===== src/rtl/pgg_pkg.sv =====
package pgg_pkg;

  typedef enum logic [1:0] {
    CMD_IDLE = 2'b00,
    CMD_UP   = 2'b01,
    CMD_DOWN = 2'b10,
    CMD_BOTH = 2'b11
  } phase_cmd_t;

  function automatic int unsigned ns_to_cyc(input int unsigned clk_hz,
                                            input int unsigned ns);
    int unsigned c;
    c = ((clk_hz / 1000) * ns) / 1_000_000;
    return (c == 0) ? 1 : c;
  endfunction

  function automatic int unsigned us_to_cyc(input int unsigned clk_hz,
                                            input int unsigned us);
    int unsigned c;
    c = ((clk_hz / 1000) * us) / 1000;
    return (c == 0) ? 1 : c;
  endfunction

endpackage


===== src/rtl/pgg_sync.sv =====
module pgg_sync #(
  parameter int unsigned W      = 1,
  parameter int unsigned STAGES = 2
) (
  input  logic         clk,
  input  logic         rst,
  input  logic [W-1:0] din,
  output logic [W-1:0] dout
);
  logic [W-1:0] stg [STAGES];

  always_ff @(posedge clk) begin
    if (rst) stg[0] <= '0;
    else     stg[0] <= din;
  end

  generate
    for (genvar k = 1; k < STAGES; k++) begin : g_stage
      always_ff @(posedge clk) begin
        if (rst) stg[k] <= '0;
        else     stg[k] <= stg[k-1];
      end
    end
  endgenerate

  assign dout = stg[STAGES-1];
endmodule


===== src/rtl/pgg_ocp.sv =====
module pgg_ocp #(
  parameter int unsigned FILT_CYC = 100,
  parameter int unsigned CLR_CYC  = 95000
) (
  input  logic clk,
  input  logic rst,
  input  logic oc_s,
  output logic fault_act
);
  localparam int unsigned FW = (FILT_CYC > 1) ? $clog2(FILT_CYC) : 1;
  localparam int unsigned CW = $clog2(CLR_CYC + 1);
  localparam logic [FW-1:0] FMAX  = FW'(FILT_CYC - 1);
  localparam logic [CW-1:0] CLOAD = CW'(CLR_CYC);

  logic [FW-1:0] filt_cnt;
  logic [CW-1:0] clr_cnt;
  logic          oc_hit;

  // accepted once the flag has been high for FILT_CYC clocks in a row
  assign oc_hit = oc_s && (filt_cnt == FMAX);

  always_ff @(posedge clk) begin
    if (rst)                  filt_cnt <= '0;
    else if (!oc_s)           filt_cnt <= '0;
    else if (filt_cnt != FMAX) filt_cnt <= filt_cnt + 1'b1;
  end

  // clearance timer held loaded while the condition persists
  always_ff @(posedge clk) begin
    if (rst)                 clr_cnt <= '0;
    else if (oc_hit)         clr_cnt <= CLOAD;
    else if (clr_cnt != '0)  clr_cnt <= clr_cnt - 1'b1;
  end

  assign fault_act = (clr_cnt != '0);
endmodule


===== src/rtl/pgg_phase.sv =====
module pgg_phase
  import pgg_pkg::*;
(
  input  logic clk,
  input  logic rst,
  input  logic hin_s,
  input  logic lin_s,
  input  logic hs_uv_s,
  input  logic kill,
  output logic gate_hi_q,
  output logic gate_lo_q
);
  phase_cmd_t cmd;
  logic       hs_lock;
  logic       up_ok;
  logic       dn_ok;

  assign cmd = phase_cmd_t'({lin_s, hin_s});

  // high-side lockout: set by undervoltage, released by a low command
  always_ff @(posedge clk) begin
    if (rst) hs_lock <= 1'b0;
    else     hs_lock <= hs_uv_s | (hs_lock & hin_s);
  end

  always_comb begin
    up_ok = 1'b0;
    dn_ok = 1'b0;
    case (cmd)
      CMD_UP:   up_ok = ~hs_uv_s & ~hs_lock;
      CMD_DOWN: dn_ok = 1'b1;
      default: begin
        up_ok = 1'b0;
        dn_ok = 1'b0;
      end
    endcase
  end

  always_ff @(posedge clk) begin
    if (rst) begin
      gate_hi_q <= 1'b0;
      gate_lo_q <= 1'b0;
    end else begin
      gate_hi_q <= up_ok & ~kill;
      gate_lo_q <= dn_ok & ~kill;
    end
  end
endmodule


===== src/rtl/phase_gate_guard.sv =====
module phase_gate_guard
  import pgg_pkg::*;
#(
  parameter int unsigned NPH        = 3,
  parameter int unsigned CLK_HZ     = 50_000_000,
  parameter int unsigned SYNC_STG   = 2,
  parameter int unsigned OC_FILT_NS = 2000,
  parameter int unsigned CLR_US     = 1900
) (
  input  logic           clk,
  input  logic           rst,
  input  logic [NPH-1:0] hi_cmd,
  input  logic [NPH-1:0] lo_cmd,
  input  logic           oc_raw,
  input  logic           main_uv,
  input  logic [NPH-1:0] hs_uv,
  output logic [NPH-1:0] gate_hi,
  output logic [NPH-1:0] gate_lo,
  output logic           fault_n
);
  localparam int unsigned FILT_CYC = ns_to_cyc(CLK_HZ, OC_FILT_NS);
  localparam int unsigned CLR_CYC  = us_to_cyc(CLK_HZ, CLR_US);
  localparam int unsigned NIN      = 3 * NPH + 2;

  logic [NIN-1:0] raw_vec;
  logic [NIN-1:0] syn_vec;
  logic [NPH-1:0] hin_s, lin_s, hsuv_s;
  logic           oc_s, muv_s;
  logic           fault_act;
  logic           kill;

  assign raw_vec = {oc_raw, main_uv, hs_uv, lo_cmd, hi_cmd};

  pgg_sync #(.W(NIN), .STAGES(SYNC_STG)) u_sync (
    .clk (clk),
    .rst (rst),
    .din (raw_vec),
    .dout(syn_vec)
  );

  assign {oc_s, muv_s, hsuv_s, lin_s, hin_s} = syn_vec;

  pgg_ocp #(.FILT_CYC(FILT_CYC), .CLR_CYC(CLR_CYC)) u_ocp (
    .clk      (clk),
    .rst      (rst),
    .oc_s     (oc_s),
    .fault_act(fault_act)
  );

  assign kill = muv_s | fault_act;

  generate
    for (genvar p = 0; p < NPH; p++) begin : g_ph
      pgg_phase u_ph (
        .clk      (clk),
        .rst      (rst),
        .hin_s    (hin_s[p]),
        .lin_s    (lin_s[p]),
        .hs_uv_s  (hsuv_s[p]),
        .kill     (kill),
        .gate_hi_q(gate_hi[p]),
        .gate_lo_q(gate_lo[p])
      );
    end
  endgenerate

  always_ff @(posedge clk) begin
    if (rst) fault_n <= 1'b1;
    else     fault_n <= ~fault_act;
  end
endmodule


===== config.mk =====
export PLATFORM = sky130hd
export DESIGN_NAME = phase_gate_guard
export DESIGN_NICKNAME = d
export VERILOG_FILES = /design/src/rtl/pgg_pkg.sv /design/src/rtl/pgg_sync.sv /design/src/rtl/pgg_ocp.sv /design/src/rtl/pgg_phase.sv /design/src/rtl/phase_gate_guard.sv
export SDC_FILE = /design/constraint.sdc
export NUM_CORES = 1
export LEC_CHECK = 0
export ABC_CLOCK_PERIOD_IN_PS = 2900
export BUFFER_PORTS_ARGS = -buffer_cell sky130_fd_sc_hd__buf_2
export CELL_PAD_IN_SITES_DETAIL_PLACEMENT = 0
export CELL_PAD_IN_SITES_GLOBAL_PLACEMENT = 1
export CORE_UTILIZATION = 45
export CTS_CLUSTER_DIAMETER = 60
export DETAILED_ROUTE_END_ITERATION = 16
export PLACE_DENSITY = 0.77
export SLEW_MARGIN = 20
export SYNTH_ARGS = -nofsm -noshare
export SYNTH_HDL_FRONTEND = slang
export SYNTH_SLANG_ARGS = --single-unit

===== constraint.sdc =====
create_clock -name clk -period 2.9 [get_ports clk]
set_clock_uncertainty 0.1 [all_clocks]
set_input_delay 0.87 -clock clk [delete_from_list [all_inputs] [get_ports clk]]
set_output_delay 0.87 -clock clk [all_outputs]
set_load 0.1 [all_outputs]

Word-level counts from Yosys, hierarchy flattened
Memories as Yosys holds them, arrays and structs flattened.
Cells that the tools add are included.

operators by class
  add/sub/neg operators = 2
  equal/unequal tests = 8
  multiplexer cells = 13
  bitwise logic cells = 27
  reduce and logical (&&, ||, !) cells = 5

operator list
  kind                                                  count
  two-way mux 17 bit                                    2
  two-way mux 11 bit                                    2
  nonzero test 17 bit                                   1
  subtractor 17 x 1 -> 17 bit (second input constant)   1
  AND 1 bit                                             12
  two-way mux 1 bit                                     9
  NOT 1 bit                                             9
  adder 7 x 1 -> 7 bit (second input constant)          1
  equality test 7 bit (second input constant)           1
  != test 7 bit (second input constant)                 1
  equality test 2 x 1 -> 1 bit (second input constant)  3
  equality test 2 bit (second input constant)           3
  bitwise OR 1 bit                                      6
  OR reduction 2 bit                                    2
  nonzero test 2 bit                                    1
  logical AND 1 bit                                     1

storage, ports and cells
  register bits = 34
  RAM bits = 22
  input port bits = 13
  output and inout bits = 7
  word-level logic and storage cells = 69
  memories kept = 1

memories
  name        words  width  rd ports  clocked after memory_dff  wr ports  RTL line        RTL
  u_sync.stg  2      11     2         0                         2         pgg_sync.sv:10  logic [W-1:0] stg [STAGES];

Longest topological paths before layout
Gate-level depths: netlist of the first run.

  depth after elaboration = 4
  mapped depth = 7
  gate-level depth less buffers = 6

Hierarchy
From an unflattened synthesis of the first run, not the netlist that was laid out.

second synthesis, totals
  cell total of the unflattened synthesis = 209
  area total of the unflattened synthesis = 2195.9 um^2

modules (own cells, without submodules)
  module            instances  cells an instance  area an instance (um^2)  seq. area each (um^2)
  pgg_ocp           1          136                1229.9                   480.5
  pgg_sync          1          46                 640.6                    440.4
  pgg_phase         3          8                  97.6                     60.1
  phase_gate_guard  1          3                  32.5                     20.0

Worst setup path after synthesis of the first run
No wires, ideal clock.

  path kind = register -> register
  from = register u_ocp.clr_cnt[0]
  to = register u_ocp.clr_cnt[10]
  library setup time = 0.137 ns
  arrival time = 1.840 ns
  data required time = 2.663 ns
  path slack = 0.823 ns
  cell stages (with the launch flop) = 7
  path buffers = 0
  period minus slack after synthesis = 2.077 ns
  path through = dfxtp_1 > inv_1 > ha_1 > or4b_2 > nor4_4 > a2111oi_0 > mux2i_1

on the way
  longest elaborated chain between the ends = 1
  elaborated cells on any way between the ends = 2
  those cells by class = add/sub (1); reduce/logical (1)

RTL lines
  element                                                                    RTL line       RTL
  start, declared                                                            pgg_ocp.sv:16  logic [CW-1:0] clr_cnt;
  start signal, assigned                                                     pgg_ocp.sv:32  else if (clr_cnt != '0) clr_cnt <= clr_cnt - 1'b1;
  subtractor 17 x 1 -> 17 bit / nonzero test 17 bit (equally long branches)  pgg_ocp.sv:32

Several ways; a longest one is shown, not always the timed one.
A chain may end at the register's enable or synchronous reset.

Worst setup path in the final report of the first run
Same ends and word-level chain as after synthesis.

==> out/metrics.cfg, run 1 <==
[outcome]
status=complete, no violations

[final_layout]
nets=258
layout-drive-gt1-share=0.144
n_antenna_cell=0
final_cells=310
area_growth_pct=9.97

[drt]
wl_met3_um=129
routedWlPerCell_um=12.3
num_vias=1615
detail_route.iter0.violations=57
ant_nets=0
wl_mm=3.81
topRoutingLayerUsed=met4
drc=0
via_per_inst=5.21
wl_met1_mm=1.79
wl_met2_mm=1.86
firstDrtPassIters=4

[yosys]
yosysUniqueCellTypes=40
syn_nets=242
synth_cells=226
synth_seq_area_share=0.511
post_synth.cell_area_avg_um2=9.72
ys_warn_count=0
synth_area_leaders=dfxtp_1 (51%), nor2b_1 (6.3%), nor2_1 (3.4%)
syn_area_mm2=0.00220
synth.largest_area_cell=dfxtp_1
yosysTopAreaCellShare=0.511
synth_seq_cells=56

[timing]
min_period_ps=2250
setup_violations=0
holdWs_ps=317
fin_tns_setup_ps=0
hold_viol=0
tightest_slew_ps=661
rsz0062_at_grt=no
slew_viol_final=0
max_slew_margin=0.555
period_share=0.776
fmax_mhz=445

[floorplanning]
fp.dieW_um=71.9
die_h_um=71.9
rows=25
ios=20
die-area_mm2=0.00516
start_util=0.465
core-area_mm2=0.00472

[cts]
cts.htree.levels=2
cts-root-buf=clkbuf_8
cts_hold_buf=0
clkLatencyLatePin_ps=310
cts_tree=yes
clock_sinks=56
cts_resized=0
numCtsBuffers=5
cts_setup_buffers=0
cts_buffer_depth=2
clk_pin_slew_ps=100

[placed_design]
gp_congestion=0.838
numPlacedInstances=302
numPortBuffers=19
dp_hpwl_mm=2.71

[worst_setup_path]
crit_slowest_cell=or4b_2
max_stage_delay_ps=690
start_kind=flip-flop
path_class=reg -> reg
cp_cell_sequence=inv_1 -> ha_1 -> or4b_2 -> nor4_4 -> a2111oi_0 -> mux2i_1
r2r-start=u_ocp.clr_cnt[0]
crit_fanout=5
end_kind=flip-flop
crit_family=simple AND/OR/NAND/NOR gates
cp.required_ps=2990
arrival_ps=2340
crit_buf_inv=1
startpoint=u_ocp.clr_cnt[0]

[flow_run]
drv_cap=0

[pwr]
p_leak_nw=0.941
p_per_area_mw_per_mm2=845
ir_worst_vdd_uv=292

[hold_path]
min_from=u_sync.stg[1][3]
hp-class=reg -> reg

[global_routing]
antenna_found_initial=0
grt_overflow_total=0
grt_pass1_wl_mm=6.60
grt_pass1_vias=1496
grt_max_degree=21
grt.total_usage=0.164

synth_stat cells, drive strengths merged:
| cell type | number |
|---|---|
| dfxtp | 56 |
| nor2b | 22 |
| nor2 | 20 |
| a21oi | 14 |
| nand2b | 10 |
| nand2 | 9 |
| buf | 7 |
| nor4 | 7 |
| clkbuf | 6 |
| o31ai | 6 |
| a31oi | 5 |
| or3 | 5 |
| or4 | 5 |
| mux2i | 4 |
| nand3 | 4 |
| nor3 | 4 |
| nor4b | 4 |
| or4b | 4 |
| xnor2 | 4 |
| and3 | 3 |
| ha | 3 |
| nand4 | 3 |
| nor3b | 3 |
| or2 | 3 |
| xor2 | 3 |
| inv | 2 |
| o21ai | 2 |
| a2111oi | 1 |
| a21boi | 1 |
| and4 | 1 |
| nand3b | 1 |
| nand4b | 1 |
| o211a | 1 |
| o311ai | 1 |
| or2b | 1 |
cell families (layout without fill, tap and decap cells):
kind of cell               count (synthesis)  after routing  share of synthesized area
and+or+nand+nor                          110            110                      0.302
DFF                                       56             56                      0.511
AOI/OAI and AO/OA                         31             31                     0.0872
buffers and inverters                     15             32                     0.0370
xor gates and xnor gates                   7              7                     0.0279
muxes                                      4              4                     0.0182
adders and majority gates                  3              3                     0.0171
per-stage QoR:
stage          setup WS (ps)  utilization  instance area [um2]  power [mW]
2_1_floorplan            823            -                 2200        1.49
3_3_place_gp             722        0.492                 2320        1.62
3_5_place_dp             678        0.492                 2320        1.63
4_1_cts                  656        0.511                 2410        2.06
5_1_grt                  506        0.511                 2410        2.19
6_report                 650        0.511                 2410        2.04
where the power goes:
group | leakage, nW | internal, mW | switching [mW]
clock | 0.0485 | 0.173 | 0.249
combinational | 0.433 | 0.274 | 0.397
sequential | 0.459 | 0.857 | 0.0891
total | 0.941 | 1.30 | 0.735
state kept, by name, indices dropped and copies added, names as in the netlist:
name                 flops
fault_n                  1
u_sync.stg              22
g_ph.u_ph.gate_lo_q      3
u_ocp.filt_cnt           7
g_ph.u_ph.gate_hi_q      3
g_ph.u_ph.hs_lock        3
u_ocp.clr_cnt           17
cells in the final DEF, fill, tap and decap left out, types with 6 or more instances in the layout:
cell and count:
buf_2 19, nand2b_1 10, o31ai_1 6, nor2_1 20, nor2b_1 22, a21oi_1 14
dfxtp_1 56, nor4_1 6, nand2_1 9
cell type report:
class / count / area [um2]
sequential: 56 / 1120
fill: 456 / 2310
clock inverter: 3 / 22.5
clock buffer: 5 / 68.8
timing repair buffer: 22 / 118
inverter: 2 / 7.51
tap: 67 / 83.8
multi-input combinational: 155 / 993
per-layer routing:
metal	vias up	GRT usage
li1	830	-
met1	759	0.206
met2	24	0.273
met3	2	0.0478
met4	0	0.0523
met5	-	0
path summary, 6_finish.rpt:
kind                                               end  cells past startpoint  slack, ps
worst max-delay path                 u_ocp.clr_cnt[10]                      6        650
worst min register to register  g_ph[0].u_ph.gate_hi_q                      1        320
worst min-delay path            g_ph[0].u_ph.gate_hi_q                      1        320
worst max register to register       u_ocp.clr_cnt[10]                      6        650
(Power assumes the default switching activity.)
==> run 2: changes to the inputs <==
Settings changed: ABC_CLOCK_PERIOD_IN_PS 2900 to 2300.
Clock period 2.9 ns to 2.3 ns, I/O delays scaled along.
==> out/metrics.cfg, run 2 (synthesis results as in run 1) <==
[final_layout]
final_common_cell=dfxtp_1
n_antenna_cell=0  ; unchanged
top_register=u_sync.stg
fin_util=0.523  ; +0.0119
n_fill_cell=429  ; -5.9%
area_growth_pct=12.5
reg_top3=u_sync.stg x22, u_ocp.clr_cnt x17, u_ocp.filt_cnt x7
largest_reg_flops=22  ; unchanged
nets=264  ; +2.3%
multi_input_area_mm2=0.00101  ; +1.3%
mostFrequentLayoutCells=dfxtp_1 (56), nor2b_1 (22), nor2_1 (20)
layout-drive-gt1-share=0.173  ; +0.0287
regArea_mm2=0.00112  ; unchanged

[drt]
num_vias=1648  ; +2.0%
drc=0  ; unchanged
via_per_inst=5.22  ; +0.11%
detail_route.iter0.violations=123  ; +120%
wl_mm=3.84  ; +0.95%
firstDrtPassIters=4  ; unchanged
routedWlPerCell_um=12.2  ; -0.97%
ant_nets=0  ; unchanged

[cts]
cts_hold_buf=0  ; unchanged
clkLatencyLatePin_ps=300  ; about the same
clk_pin_slew_ps=100  ; about the same
cts-root-buf=clkbuf_8
numCtsBuffers=5  ; unchanged
clock_sinks=56  ; unchanged
cts.htree.levels=2  ; unchanged
cts_buffer_depth=2  ; unchanged
cts_tree=yes

[timing]
fin_tns_setup_ps=0  ; unchanged
period_share=0.931  ; +0.155
slew_viol_final=0  ; unchanged
rsz0062_at_grt=no
min_period_ps=2140  ; -109 ps
hold_viol=0  ; unchanged
setup_violations=0  ; unchanged
fmax_mhz=467  ; +5.1%
tightest_slew_ps=589  ; -72.0 ps
max_slew_margin=0.604  ; +0.0484

[global_routing]
grt_pass1_vias=1394  ; -6.8%
grt.total_usage=0.163  ; -0.00149
grt_overflow_total=0  ; unchanged
grt_max_degree=20  ; -4.8%
grt_pass1_wl_mm=6.57  ; -0.53%
antenna_found_initial=0  ; unchanged

[pwr]
clockPowerShare=0.202  ; -0.005
p_int_mw=1.69  ; +29%
p_leak_nw=0.965  ; +2.6%
ir_worst_vdd_uv=374  ; +28%
switching_share=0.357  ; -0.00400
switching_power_mw=0.936  ; +27%
combPwrFrac=0.341  ; +0.012
seq_power_share=0.456  ; -0.008
p_per_area_mw_per_mm2=1060  ; +26%

[floorplanning]
start_util=0.465  ; unchanged
rows=25  ; unchanged
core-area_mm2=0.00472  ; unchanged
die-area_mm2=0.00516  ; unchanged
fp.dieW_um=71.9  ; unchanged
ios=20  ; unchanged
die_h_um=71.9  ; unchanged

[worst_setup_path]
path_class=reg -> reg
end_kind=flip-flop
r2r_cells=4  ; -2
crit_fanout=9  ; +4
arrival_ps=2280  ; -60 ps
start_kind=flip-flop
cp.required_ps=2430  ; -560 ps

[placed_design]
dp_hpwl_mm=2.71  ; -0.20%
numPortBuffers=19  ; unchanged
gp_congestion=0.793  ; -5.4%

[hold_path]
min_delay_path_depth=1  ; unchanged
hp-class=reg -> reg

[outcome]
status=complete, no violations

[flow_run]
drv_cap=0  ; unchanged

run 2: power by group through the flow:
stage          Sequential, mW  Combinational [mW]  Clock (mW)
2_1_floorplan            1.23               0.650           0
3_3_place_gp             1.21               0.873           0
3_5_place_dp             1.21               0.882           0
4_1_cts                  1.19               0.884       0.552
5_1_grt                  1.22               0.997       0.605
6_report                 1.20               0.896       0.531
run 2: worst paths after layout:
path | slack (ps) | start | end
max | 160 | u_ocp.clr_cnt[2] | u_ocp.clr_cnt[13]
min reg2reg | 310 | u_sync.stg[1][5] | g_ph[2].u_ph.gate_hi_q
min | 310 | u_sync.stg[1][5] | g_ph[2].u_ph.gate_hi_q
max reg2reg | 160 | u_ocp.clr_cnt[2] | u_ocp.clr_cnt[13]
run 2: layout make-up:
cell class              instances  share of cell area
flip-flops and latches         56               0.454
clock inverters                 3             0.00861
repair buffers                 28              0.0658
inverters                       2             0.00304
multi-input cells             155               0.407
clock buffers                   5              0.0278
well taps                      67              0.0339
run 2: worst max-delay path, cell delays in order, from the launching register on:
cell and delay, ps:
dfxtp_1 390, or4_1 530, or2_0 370, or4_1 520, a31oi_1 160
run 2: stage by stage:
step	hold slack, ps	std cells	power (mW)	worst slack, ps	cell area, um2
CTS	315	315	2.63	78.7	2450
global route	330	316	2.82	24.1	2470
global placement	298	307	2.09	128	2360
floorplan	288	226	1.88	223	2200
detailed placement	296	307	2.10	104	2360
finish	311	316	2.62	159	2470
run 2: per-layer routing:
layer  global-route usage  wire, um  vias up
li1                     -         -      839
met1                0.234      1980      784
met2                0.237      1720       23
met3               0.0478       122        2
met4               0.0458        16        0
met5                    0         0        -
run 2: what timing repair did:
| action | 4_1_cts | 5_1_grt |
|---|---|---|
| gates resized for setup | 0 | 3 |
| setup endpoints to repair | 0 | 4 |
| hold endpoints to repair | 0 | 0 |
| setup buffers | 0 | 1 |
